### src/rtl/smu_pkg.sv
package smu_pkg;

  typedef enum logic [2:0] {
    OP_NOP    = 3'b000,
    OP_POP    = 3'b001,
    OP_SPLD   = 3'b010,
    OP_PUSHB  = 3'b011,
    OP_LDDIR  = 3'b100,
    OP_PUSHIP = 3'b101,
    OP_STDIR  = 3'b110,
    OP_PUSHP  = 3'b111
  } mem_op_e;

  typedef enum logic [1:0] {
    ADR_SP     = 2'd0,
    ADR_SPDEC  = 2'd1,
    ADR_DIRECT = 2'd2
  } adr_sel_e;

  typedef enum logic [1:0] {
    WD_BUS = 2'd0,
    WD_IP  = 2'd1,
    WD_P   = 2'd2
  } wd_sel_e;

  typedef enum logic [1:0] {
    SP_HOLD = 2'd0,
    SP_INC  = 2'd1,
    SP_DEC  = 2'd2,
    SP_LOAD = 2'd3
  } sp_act_e;

  typedef struct packed {
    logic     rd;
    logic     wr;
    adr_sel_e adr;
    wd_sel_e  wd;
    sp_act_e  sp;
  } mem_ctl_t;

endpackage

### src/rtl/smu_rst_sync.sv
module smu_rst_sync #(
  parameter int STAGES = 2
) (
  input  logic clk,
  input  logic rst_n,
  output logic rst_sync_n
);

  logic [STAGES-1:0] chain_q;

  always_ff @(posedge clk or negedge rst_n) begin
    if (!rst_n) begin
      chain_q <= '0;
    end else begin
      chain_q <= {chain_q[STAGES-2:0], 1'b1};
    end
  end

  assign rst_sync_n = chain_q[STAGES-1];

endmodule

### src/rtl/smu_decode.sv
module smu_decode
  import smu_pkg::*;
(
  input  logic [2:0] opcode,
  output mem_ctl_t   ctl
);

  always_comb begin
    ctl = '{rd: 1'b0, wr: 1'b0, adr: ADR_SP, wd: WD_BUS, sp: SP_HOLD};
    case (mem_op_e'(opcode))
      OP_POP: begin
        ctl.rd  = 1'b1;
        ctl.adr = ADR_SP;
        ctl.sp  = SP_INC;
      end
      OP_SPLD: begin
        ctl.sp = SP_LOAD;
      end
      OP_PUSHB: begin
        ctl.wr  = 1'b1;
        ctl.adr = ADR_SPDEC;
        ctl.wd  = WD_BUS;
        ctl.sp  = SP_DEC;
      end
      OP_LDDIR: begin
        ctl.rd  = 1'b1;
        ctl.adr = ADR_DIRECT;
      end
      OP_PUSHIP: begin
        ctl.wr  = 1'b1;
        ctl.adr = ADR_SPDEC;
        ctl.wd  = WD_IP;
        ctl.sp  = SP_DEC;
      end
      OP_STDIR: begin
        ctl.wr  = 1'b1;
        ctl.adr = ADR_DIRECT;
        ctl.wd  = WD_BUS;
      end
      OP_PUSHP: begin
        ctl.wr  = 1'b1;
        ctl.adr = ADR_SPDEC;
        ctl.wd  = WD_P;
        ctl.sp  = SP_DEC;
      end
      default: begin
        ctl = '{rd: 1'b0, wr: 1'b0, adr: ADR_SP, wd: WD_BUS, sp: SP_HOLD};
      end
    endcase
  end

endmodule

### src/rtl/smu_sp.sv
module smu_sp
  import smu_pkg::*;
#(
  parameter int DATA_W = 28
) (
  input  logic              clk,
  input  logic              rst_n,
  input  logic              en,
  input  sp_act_e           act,
  input  logic [DATA_W-1:0] load_val,
  output logic [DATA_W-1:0] sp_q,
  output logic [DATA_W-1:0] sp_minus
);

  localparam logic [DATA_W-1:0] ONE = {{(DATA_W-1){1'b0}}, 1'b1};

  logic [DATA_W-1:0] sp_d;
  logic [DATA_W-1:0] sp_plus;

  assign sp_minus = sp_q - ONE;
  assign sp_plus  = sp_q + ONE;

  always_comb begin
    sp_d = sp_q;
    if (en) begin
      case (act)
        SP_INC:  sp_d = sp_plus;
        SP_DEC:  sp_d = sp_minus;
        SP_LOAD: sp_d = load_val;
        default: sp_d = sp_q;
      endcase
    end
  end

  always_ff @(posedge clk or negedge rst_n) begin
    if (!rst_n) begin
      sp_q <= '0;
    end else begin
      sp_q <= sp_d;
    end
  end

endmodule

### src/rtl/smu_ram.sv
module smu_ram #(
  parameter int DATA_W = 28,
  parameter int ADDR_W = 7
) (
  input  logic              clk,
  input  logic              we,
  input  logic [ADDR_W-1:0] addr,
  input  logic [DATA_W-1:0] wdata,
  output logic [DATA_W-1:0] rdata
);

  localparam int DEPTH = 1 << ADDR_W;

  logic [DATA_W-1:0] mem [DEPTH];

  always_ff @(posedge clk) begin
    if (we) begin
      mem[addr] <= wdata;
    end
  end

  assign rdata = mem[addr];

endmodule

### src/rtl/stack_mem_unit.sv
module stack_mem_unit
  import smu_pkg::*;
#(
  parameter int DATA_W = 28,
  parameter int ADDR_W = 7,
  parameter int IMM_W  = 8
) (
  input  logic              clk,
  input  logic              rst_n,
  input  logic              exec_en,
  input  logic [2:0]        opcode,
  input  logic [IMM_W-1:0]  imm_ip,
  input  logic [IMM_W-1:0]  imm_p,
  input  logic [DATA_W-1:0] bus_in,
  output logic [DATA_W-1:0] bus_out,
  output logic [DATA_W-1:0] sp_out
);

  localparam int PAD_W = DATA_W - IMM_W;

  logic              rst_sync_n;
  mem_ctl_t          ctl;
  logic [DATA_W-1:0] sp_q;
  logic [DATA_W-1:0] sp_minus;
  logic [ADDR_W-1:0] ram_addr;
  logic [DATA_W-1:0] ram_wdata;
  logic [DATA_W-1:0] ram_rdata;
  logic              ram_we;
  logic [DATA_W-1:0] bus_d;
  logic [DATA_W-1:0] bus_q;

  smu_rst_sync #(.STAGES(2)) u_rst (
    .clk        (clk),
    .rst_n      (rst_n),
    .rst_sync_n (rst_sync_n)
  );

  smu_decode u_dec (
    .opcode (opcode),
    .ctl    (ctl)
  );

  smu_sp #(.DATA_W(DATA_W)) u_sp (
    .clk      (clk),
    .rst_n    (rst_sync_n),
    .en       (exec_en),
    .act      (ctl.sp),
    .load_val (bus_in),
    .sp_q     (sp_q),
    .sp_minus (sp_minus)
  );

  always_comb begin
    case (ctl.adr)
      ADR_SPDEC:  ram_addr = sp_minus[ADDR_W-1:0];
      ADR_DIRECT: ram_addr = imm_p[ADDR_W-1:0];
      default:    ram_addr = sp_q[ADDR_W-1:0];
    endcase
  end

  always_comb begin
    case (ctl.wd)
      WD_IP:   ram_wdata = {{PAD_W{1'b0}}, imm_ip};
      WD_P:    ram_wdata = {{PAD_W{1'b0}}, imm_p};
      default: ram_wdata = bus_in;
    endcase
  end

  assign ram_we = exec_en & ctl.wr;

  smu_ram #(.DATA_W(DATA_W), .ADDR_W(ADDR_W)) u_ram (
    .clk   (clk),
    .we    (ram_we),
    .addr  (ram_addr),
    .wdata (ram_wdata),
    .rdata (ram_rdata)
  );

  always_comb begin
    bus_d = bus_q;
    if (exec_en) begin
      bus_d = ctl.rd ? ram_rdata : bus_in;
    end
  end

  always_ff @(posedge clk or negedge rst_sync_n) begin
    if (!rst_sync_n) begin
      bus_q <= '0;
    end else begin
      bus_q <= bus_d;
    end
  end

  assign bus_out = bus_q;
  assign sp_out  = sp_q;

endmodule

### config.mk
export PLATFORM = sky130hd
export DESIGN_NAME = stack_mem_unit
export DESIGN_NICKNAME = d
export VERILOG_FILES = /design/src/rtl/smu_pkg.sv /design/src/rtl/smu_rst_sync.sv /design/src/rtl/smu_decode.sv /design/src/rtl/smu_sp.sv /design/src/rtl/smu_ram.sv /design/src/rtl/stack_mem_unit.sv
export SDC_FILE = /design/constraint.sdc
export NUM_CORES = 2
export LEC_CHECK = 0
export BUFFER_PORTS_ARGS = -buffer_cell sky130_fd_sc_hd__buf_2
export CORE_MARGIN = 8
export CORE_UTILIZATION = 30
export DETAILED_ROUTE_END_ITERATION = 8
export SYNTH_ARGS = -nofsm -noshare
export SYNTH_HDL_FRONTEND = slang
export SYNTH_SLANG_ARGS = --single-unit
### constraint.sdc
create_clock -name clk -period 3.1 [get_ports clk]
set_clock_uncertainty 0.15 [all_clocks]
set_input_delay 0.31 -clock clk [delete_from_list [all_inputs] [get_ports clk]]
set_output_delay 0.31 -clock clk [all_outputs]
set_load 0.005 [all_outputs]
## After elaboration in Yosys (flattened, before gate mapping)

Memory sizes are Yosys's and may differ from the RTL's.
Index checks and enable logic that the tools add are counted.
Widths: inputs -> output; s select.

| word-level totals | value |
|---|---|
| bits in writable memories | 3584 |
| bits of input ports | 50 |
| logic and storage cells | 38 |
| memories kept | 1 |
| flip-flop bits (word level) | 58 |
| output and inout bits | 56 |

| cells by class | value |
|---|---|
| $add $sub $neg | 2 |
| reductions and logical operators | 6 |
| eq/ne operators | 14 |
| muxes and demuxes | 11 |
| bitwise gates (word level) | 1 |

Memories:

| memory | words | width | read ports | clocked after Yosys merged registers in | write ports | line | RTL |
|---|---|---|---|---|---|---|---|
| u_ram.mem | 128 | 28 | 1 | 0 | 1 | smu_ram.sv:14 | `logic [DATA_W-1:0] mem [DEPTH];` |

Operator list:

| kind | count |
|---|---|
| $pmux 28 s3 | 1 |
| $pmux 28 s2 | 1 |
| $add 28x1->28 const B | 1 |
| $mux 28 | 1 |
| $sub 28x1->28 const B | 1 |
| $pmux 7 s2 | 1 |
| $eq 3x3->1 const B | 4 |
| $eq 2x2->1 const B | 4 |
| $pmux 2 s2 | 2 |
| $eq 2x1->1 const B | 3 |
| $eq 3x2->1 const B | 2 |
| $pmux 2 s3 | 1 |
| $mux 1 | 4 |
| $reduce_or 2->1 | 2 |
| $reduce_or 4->1 | 1 |
| $eq 3x1->1 const B | 1 |
| $reduce_bool 3->1 | 1 |
| $reduce_or 3->1 | 1 |
| $reduce_and 2->1 | 1 |
| $and 1x1->1 | 1 |

## Logic depth before layout (Yosys ltp)

An unclocked memory read counts as a cell.

| depth | value |
|---|---|
| depth in word-level cells | 7 |
| depth in mapped cells | 22 |
| mapped depth without buffers | 14 |

## Modules after synthesis

Synthesis repeated with hierarchy kept, for this count alone.

| unflattened totals | value |
|---|---|
| cell total of the unflattened synthesis | 8622 |
| area total of the unflattened synthesis | 142631.8 um^2 |

Modules (own cells, without submodules):

| module | area each (um^2) | sequential area each (um^2) | cells each | instances |
|---|---|---|---|---|
| smu_ram | 137678.3 | 107623.2 | 8000 | 1 |
| smu_sp | 3055.4 | 700.7 | 404 | 1 |
| stack_mem_unit | 1774.2 | 700.7 | 202 | 1 |
| smu_decode | 70.1 | 0.0 | 13 | 1 |
| smu_rst_sync | 53.8 | 50.0 | 3 | 1 |

## Worst setup path before layout

Ideal clock, no wire load.

| timing | value |
|---|---|
| path kind | input port to flip-flop |
| start point | in opcode[0] |
| end point | mem u_ram.mem[0][0] (data pin) |
| data arrival time | 6.870 ns |
| path buffers | 5 |
| stages | 8 |
| required time | 1.753 ns |
| setup time | 1.197 ns |
| path slack | -5.116 ns |
| cell sequence | clkbuf_1 > clkbuf_1 > clkbuf_1 > nand3_1 > ha_1 > clkbuf_1 > clkbuf_1 > o21ai_0 |

| on the way | value |
|---|---|
| cells in the longest elaborated chain, start to end | 4 |
| elaborated cells between the ends (all ways) | 6 |
| those cells by class | eq/ne (4); mux (2) |

Ends and longest elaborated chain:

| item | line | RTL |
|---|---|---|
| start: declaration | stack_mem_unit.sv:11 | `input logic [2:0] opcode,` |
| $eq 3x3->1 | smu_decode.sv:10 | `case (mem_op_e'(opcode))` |
| $pmux 2 s2 (*) | smu_decode.sv:10 |  |
| $eq 2x2->1 or $eq 2x1->1 (tied branches) | stack_mem_unit.sv:62 | `case (ctl.wd)` |
| $pmux 28 s2 (*) | stack_mem_unit.sv:62 |  |
| via ram_wdata[0] | stack_mem_unit.sv:26 | `logic [DATA_W-1:0] ram_wdata;` |
| end: declaration | smu_ram.sv:14 |  |

The timed path passes the listed nets; every way through them passes the cells marked *.

## Final worst setup path

| timing | value |
|---|---|
| start point | reg u_sp.sp_q[0] |
| end point | reg bus_q[5], in the netlist bus_out[5] |

| on the way | value |
|---|---|
| cells in the longest elaborated chain, start to end | 4 |

Ends and longest elaborated chain:

| item | line | RTL |
|---|---|---|
| start: declaration | smu_sp.sv:11 | `output logic [DATA_W-1:0] sp_q,` |
| start signal: assignment | smu_sp.sv:39 | `sp_q <= sp_d;` |
| $sub 28x1->28 | smu_sp.sv:20 | `assign sp_minus = sp_q - ONE;` |
| $pmux 7 s2 (*) | stack_mem_unit.sv:54 | `case (ctl.adr)` |
| $mem_v2 128x28 (*) | -- |  |
| $mux 28 (*) | stack_mem_unit.sv:82 | `bus_d = ctl.rd ? ram_rdata : bus_in;` |
| end signal: assignment | stack_mem_unit.sv:90 | `bus_q <= bus_d;` |
| end: declaration | stack_mem_unit.sv:30 | `logic [DATA_W-1:0] bus_q;` |

Mark *: on every way between the ends. The rest lies on a longest branch, timed or not.
A chain may end at the register's enable or synchronous reset.

==> out/summary.md <==
The run finished, with violations left. The final reports fail on negative setup slack. The die outline width works out to 707 µm. The share of async-settable or async-resettable flops after synthesis is 1.59%. For the post-place instance area, the log shows 0.168 mm². The post-synthesis instance area was 0.143 mm²; the number of levels the H-tree was split into was 5. For this run, the total global-route usage over all layers was measured as 20.5%. The first global-routing pass estimated 734 mm of wire. The tools report the worst-case clock buffer depth as 4. From synthesis to final layout, the design area changed by 31.2%. The number of search-and-repair iterations in the first detailed-routing pass is 6. For this block, the via count after detailed routing is 97516. The slew at the pin closest to its max-slew limit is 1.26 ns. Among all flip-flop cells after synthesis, the most frequent one is sky130_fd_sc_hd__edfxtp_1. After detailed routing, the total wire length is 551 mm.

In the post-synthesis netlist, the biggest area contributors are sky130_fd_sc_hd__edfxtp_1, sky130_fd_sc_hd__mux4_2, sky130_fd_sc_hd__nand2_1. STA classifies the critical path endpoint as a register. The run gives 3642 as the count of clock tree sinks. Input and output buffers added on the ports amount to 105. The count of flip-flops with a built-in enable after synthesis came out at 3584. Each instance of the synthesized netlist takes up on average 15.9 µm².

Layout cell share with drive strength beyond 1: 29.8%. Start-to-end type of the worst setup path: register to register. The count of maximum capacitance violations came out at 0. The biggest area contributor in the post-synthesis netlist is sky130_fd_sc_hd__edfxtp_1.

The clock tree root buffer cell is sky130_fd_sc_hd__clkbuf_16. The remaining antenna violation count is 0. The number of synthesized register bits works out to 3642. Counting distinct cell types in the post-synthesis netlist gives 77.

The tools report the worst max-slew margin expressed relative to the limit as 15.9%. On the final layout, the worst hold slack is 0.0283 ns. For this block, the initial DRC count from the detailed router was 17350. With fillers left out, the area of the finished cells amounts to 0.188 mm². The finished layout holds 17527 standard cells, fillers aside.

STA puts the critical path data arrival time at 4.98 ns. Final number of hold-violating endpoints: 0. The number of fillers in the final layout is 42649, and the final weighted congestion in routability-driven placement is 0.980.

In the synthesized netlist, the number of instances is 9018. The fraction of the cycle the final worst path needs was 137%. For this run, design rule violations remaining after detail routing come to 0. Once layout is complete, the utilization of the core stands at 39.5%.

Sorting the synthesized cells by how often they occur yields sky130_fd_sc_hd__edfxtp_1, sky130_fd_sc_hd__nand2_1, sky130_fd_sc_hd__a21oi_1, sky130_fd_sc_hd__nand3_1, sky130_fd_sc_hd__mux4_2. Once the floorplan was initialized, standard cells occupied 30.1% of the core. The setup slack of the critical path after layout is -1.15 ns, and the power density over cell area is 738 mW/mm². The maximum clock rate came out at 0.235 GHz. The routed wire length per instance is 31.5 µm, and the detailed-placement wirelength estimate is 358 mm. Among all cell types in the netlist, the one instantiated most often is sky130_fd_sc_hd__edfxtp_1. During synthesis, Yosys emitted a total of 0 warnings. Setup violations remaining at the end of the flow were counted as 3612.

The kind of start point of the critical path is a register. In the routed layout, each cell is associated on average with a via count of 5.56. During I/O placement, the number of pins put on the boundary was 106. The max-slew violation count came out at 0. Across the VDD grid, the largest voltage drop is 537 µV. Setup repair after global routing could not meet its margin everywhere. The largest net degree at the start of global routing was 97; the biggest fanout along the worst timing path was 27.

Counting I/O delays and the setup requirement, the final critical path takes 4.25 ns. The die footprint was 0.500 mm²; the clock transition at the registers of the reported paths was 0.07 ns. The kind of path behind the tightest hold check is input port to async pin.

The floorplan has 253 rows. The tools report the sequential element share of the synthesized area as 76.2%. For the net count of the mapped netlist, the log shows 9075.

TritonCTS built the clock tree. The core region is 0.475 mm². The number of antenna violations at the first check in global routing came out at 48. Counting the buffers created by CTS gives 376. The share of synthesized area in the top cell type comes to 75.2%. After detailed placement, the design holds a cell count of 16453. The net count of the finished layout is 10888.

In this run the static leakage power is 0.0635 µW. The source-to-sink clock delay at the later pin of the worst-skew pair is 0.98 ns. STA puts the critical path data required time at 3.83 ns. Global-route congestion overflow total: 0. The die height is 707 µm. The number of global-route vias before repair was 89828.
[registers in the layout (all words and copies together), names as in the netlist]
| signal | flops |
|---|---|
| bus_out | 28 |
| u_ram.mem | 3584 |
| u_rst.chain_q | 2 |
| u_sp.sp_q | 28 |
[final cells by class]
class,instances,area (µm²),share of cell area [%]
multi-input cells,4755,35100,18.7
well taps,6375,7980,4.25
clock buffers,480,9890,5.27
inverters,15,57.6,0.0306
clock inverters,200,1840,0.978
repair buffers,2041,23900,12.7
diodes,19,47.5,0.0253
flip-flops and latches,3642,109000,58.1
[per-stage QoR]
stage	setup TNS (ns)	setup WS (ns)	total power [µW]
global placement	-3974.47	-2.65	89600
finish	-2524.27	-1.15	139000
CTS	-2040.35	-0.966	136000
detailed placement	-3846.47	-2.65	89700
global route	-2559.23	-1.16	141000
floorplan	-4175.96	-0.829	70100
[layer usage]
metal  track usage (%)  share of wire (%)  vias up
met5                 0              0.050        -
met3              6.23                 14     1290
met4              11.0                6.7        8
li1                  -                  -    39197
met2              30.2                 43     7279
met1              27.2                 37    49742
[worst max-delay path: stages (launching register included)]
cell and delay [ns]:
sky130_fd_sc_hd__dfrtp_2 0.45, sky130_fd_sc_hd__buf_12 0.15, sky130_fd_sc_hd__nor2b_4 0.04, sky130_fd_sc_hd__o21a_1 0.22, sky130_fd_sc_hd__a21oi_4 0.16, sky130_fd_sc_hd__buf_12 0.15
sky130_fd_sc_hd__buf_12 0.12, sky130_fd_sc_hd__buf_16 0.17, sky130_fd_sc_hd__buf_16 0.17, sky130_fd_sc_hd__buf_12 0.20, sky130_fd_sc_hd__nand2_1 0.08, sky130_fd_sc_hd__and3_1 0.18
sky130_fd_sc_hd__a311oi_1 0.33, sky130_fd_sc_hd__buf_4 0.17, sky130_fd_sc_hd__a21oi_1 0.04, sky130_fd_sc_hd__nand4_1 0.25, sky130_fd_sc_hd__nand4_1 0.49, sky130_fd_sc_hd__buf_4 0.32
sky130_fd_sc_hd__a221oi_2 0.28
[cell families after synthesis]
group / Yosys count / synth area share [%]
XOR/XNOR: 24 / 0.147
buffers and inverters: 621 / 1.94
AND/OR/NAND/NOR: 2733 / 8.19
other: 1 / 0.00262
AO/OA/AOI/OAI: 1432 / 6.82
flip-flops: 3642 / 76.2
multiplexers: 558 / 6.67
adder cells (fa/ha/maj): 7 / 0.0612
[power by group]
group / switching (µW) / total [µW] / internal (µW)
clock: 19400 / 43900 / 24500
combinational: 24000 / 39200 / 15200
sequential: 480 / 55500 / 55000
total: 43900 / 139000 / 94600
[placed cells by master (no fill, tap or decap), types with 101 or more instances in the layout]
cell type / Yosys / final
sky130_fd_sc_hd__buf_12: 0 / 489
sky130_fd_sc_hd__buf_4: 49 / 1119
sky130_fd_sc_hd__nand2_1: 1739 / 1702
sky130_fd_sc_hd__buf_6: 6 / 140
sky130_fd_sc_hd__a32oi_1: 189 / 182
sky130_fd_sc_hd__edfxtp_1: 3584 / 3584
sky130_fd_sc_hd__mux2i_1: 241 / 232
sky130_fd_sc_hd__a31oi_1: 121 / 101
sky130_fd_sc_hd__mux4_2: 317 / 317
sky130_fd_sc_hd__a21oi_1: 417 / 374
sky130_fd_sc_hd__o21ai_0: 168 / 140
sky130_fd_sc_hd__a221oi_1: 133 / 105
sky130_fd_sc_hd__nand3_1: 380 / 373
sky130_fd_sc_hd__buf_2: 170 / 105
sky130_fd_sc_hd__nand4_1: 126 / 126
sky130_fd_sc_hd__nor2_4: 0 / 167
sky130_fd_sc_hd__clkbuf_16: 0 / 426
[repair_timing]
item	in CTS	in global routing
hold buffers	56	0
buffers inserted	126	144
hold endpoints to repair	1518	0
cloned	20	60
resized for setup	423	339
endpoints found under the setup margin	3612	3619
pin swaps	120	134
[final timing paths]
path	from	to	slack (ns)	cells after the start
max reg2reg	u_sp.sp_q[0]$_DFFE_PN0P_	bus_out[5]$_DFFE_PN0P_	-1.15	18
max in group asynchronous	u_rst.chain_q[1]$_DFF_PN0_	bus_out[10]$_DFFE_PN0P_	1.75	1
min in group clk	opcode[0]	u_sp.sp_q[9]$_DFFE_PN0P_	0.05	6
max	u_sp.sp_q[0]$_DFFE_PN0P_	bus_out[5]$_DFFE_PN0P_	-1.15	18
min reg2reg	u_rst.chain_q[0]$_DFF_PN0_	u_rst.chain_q[1]$_DFF_PN0_	0.19	0
min	rst_n	u_rst.chain_q[1]$_DFF_PN0_	0.03	3
Note: power is estimated with default switching activity, not from simulation.
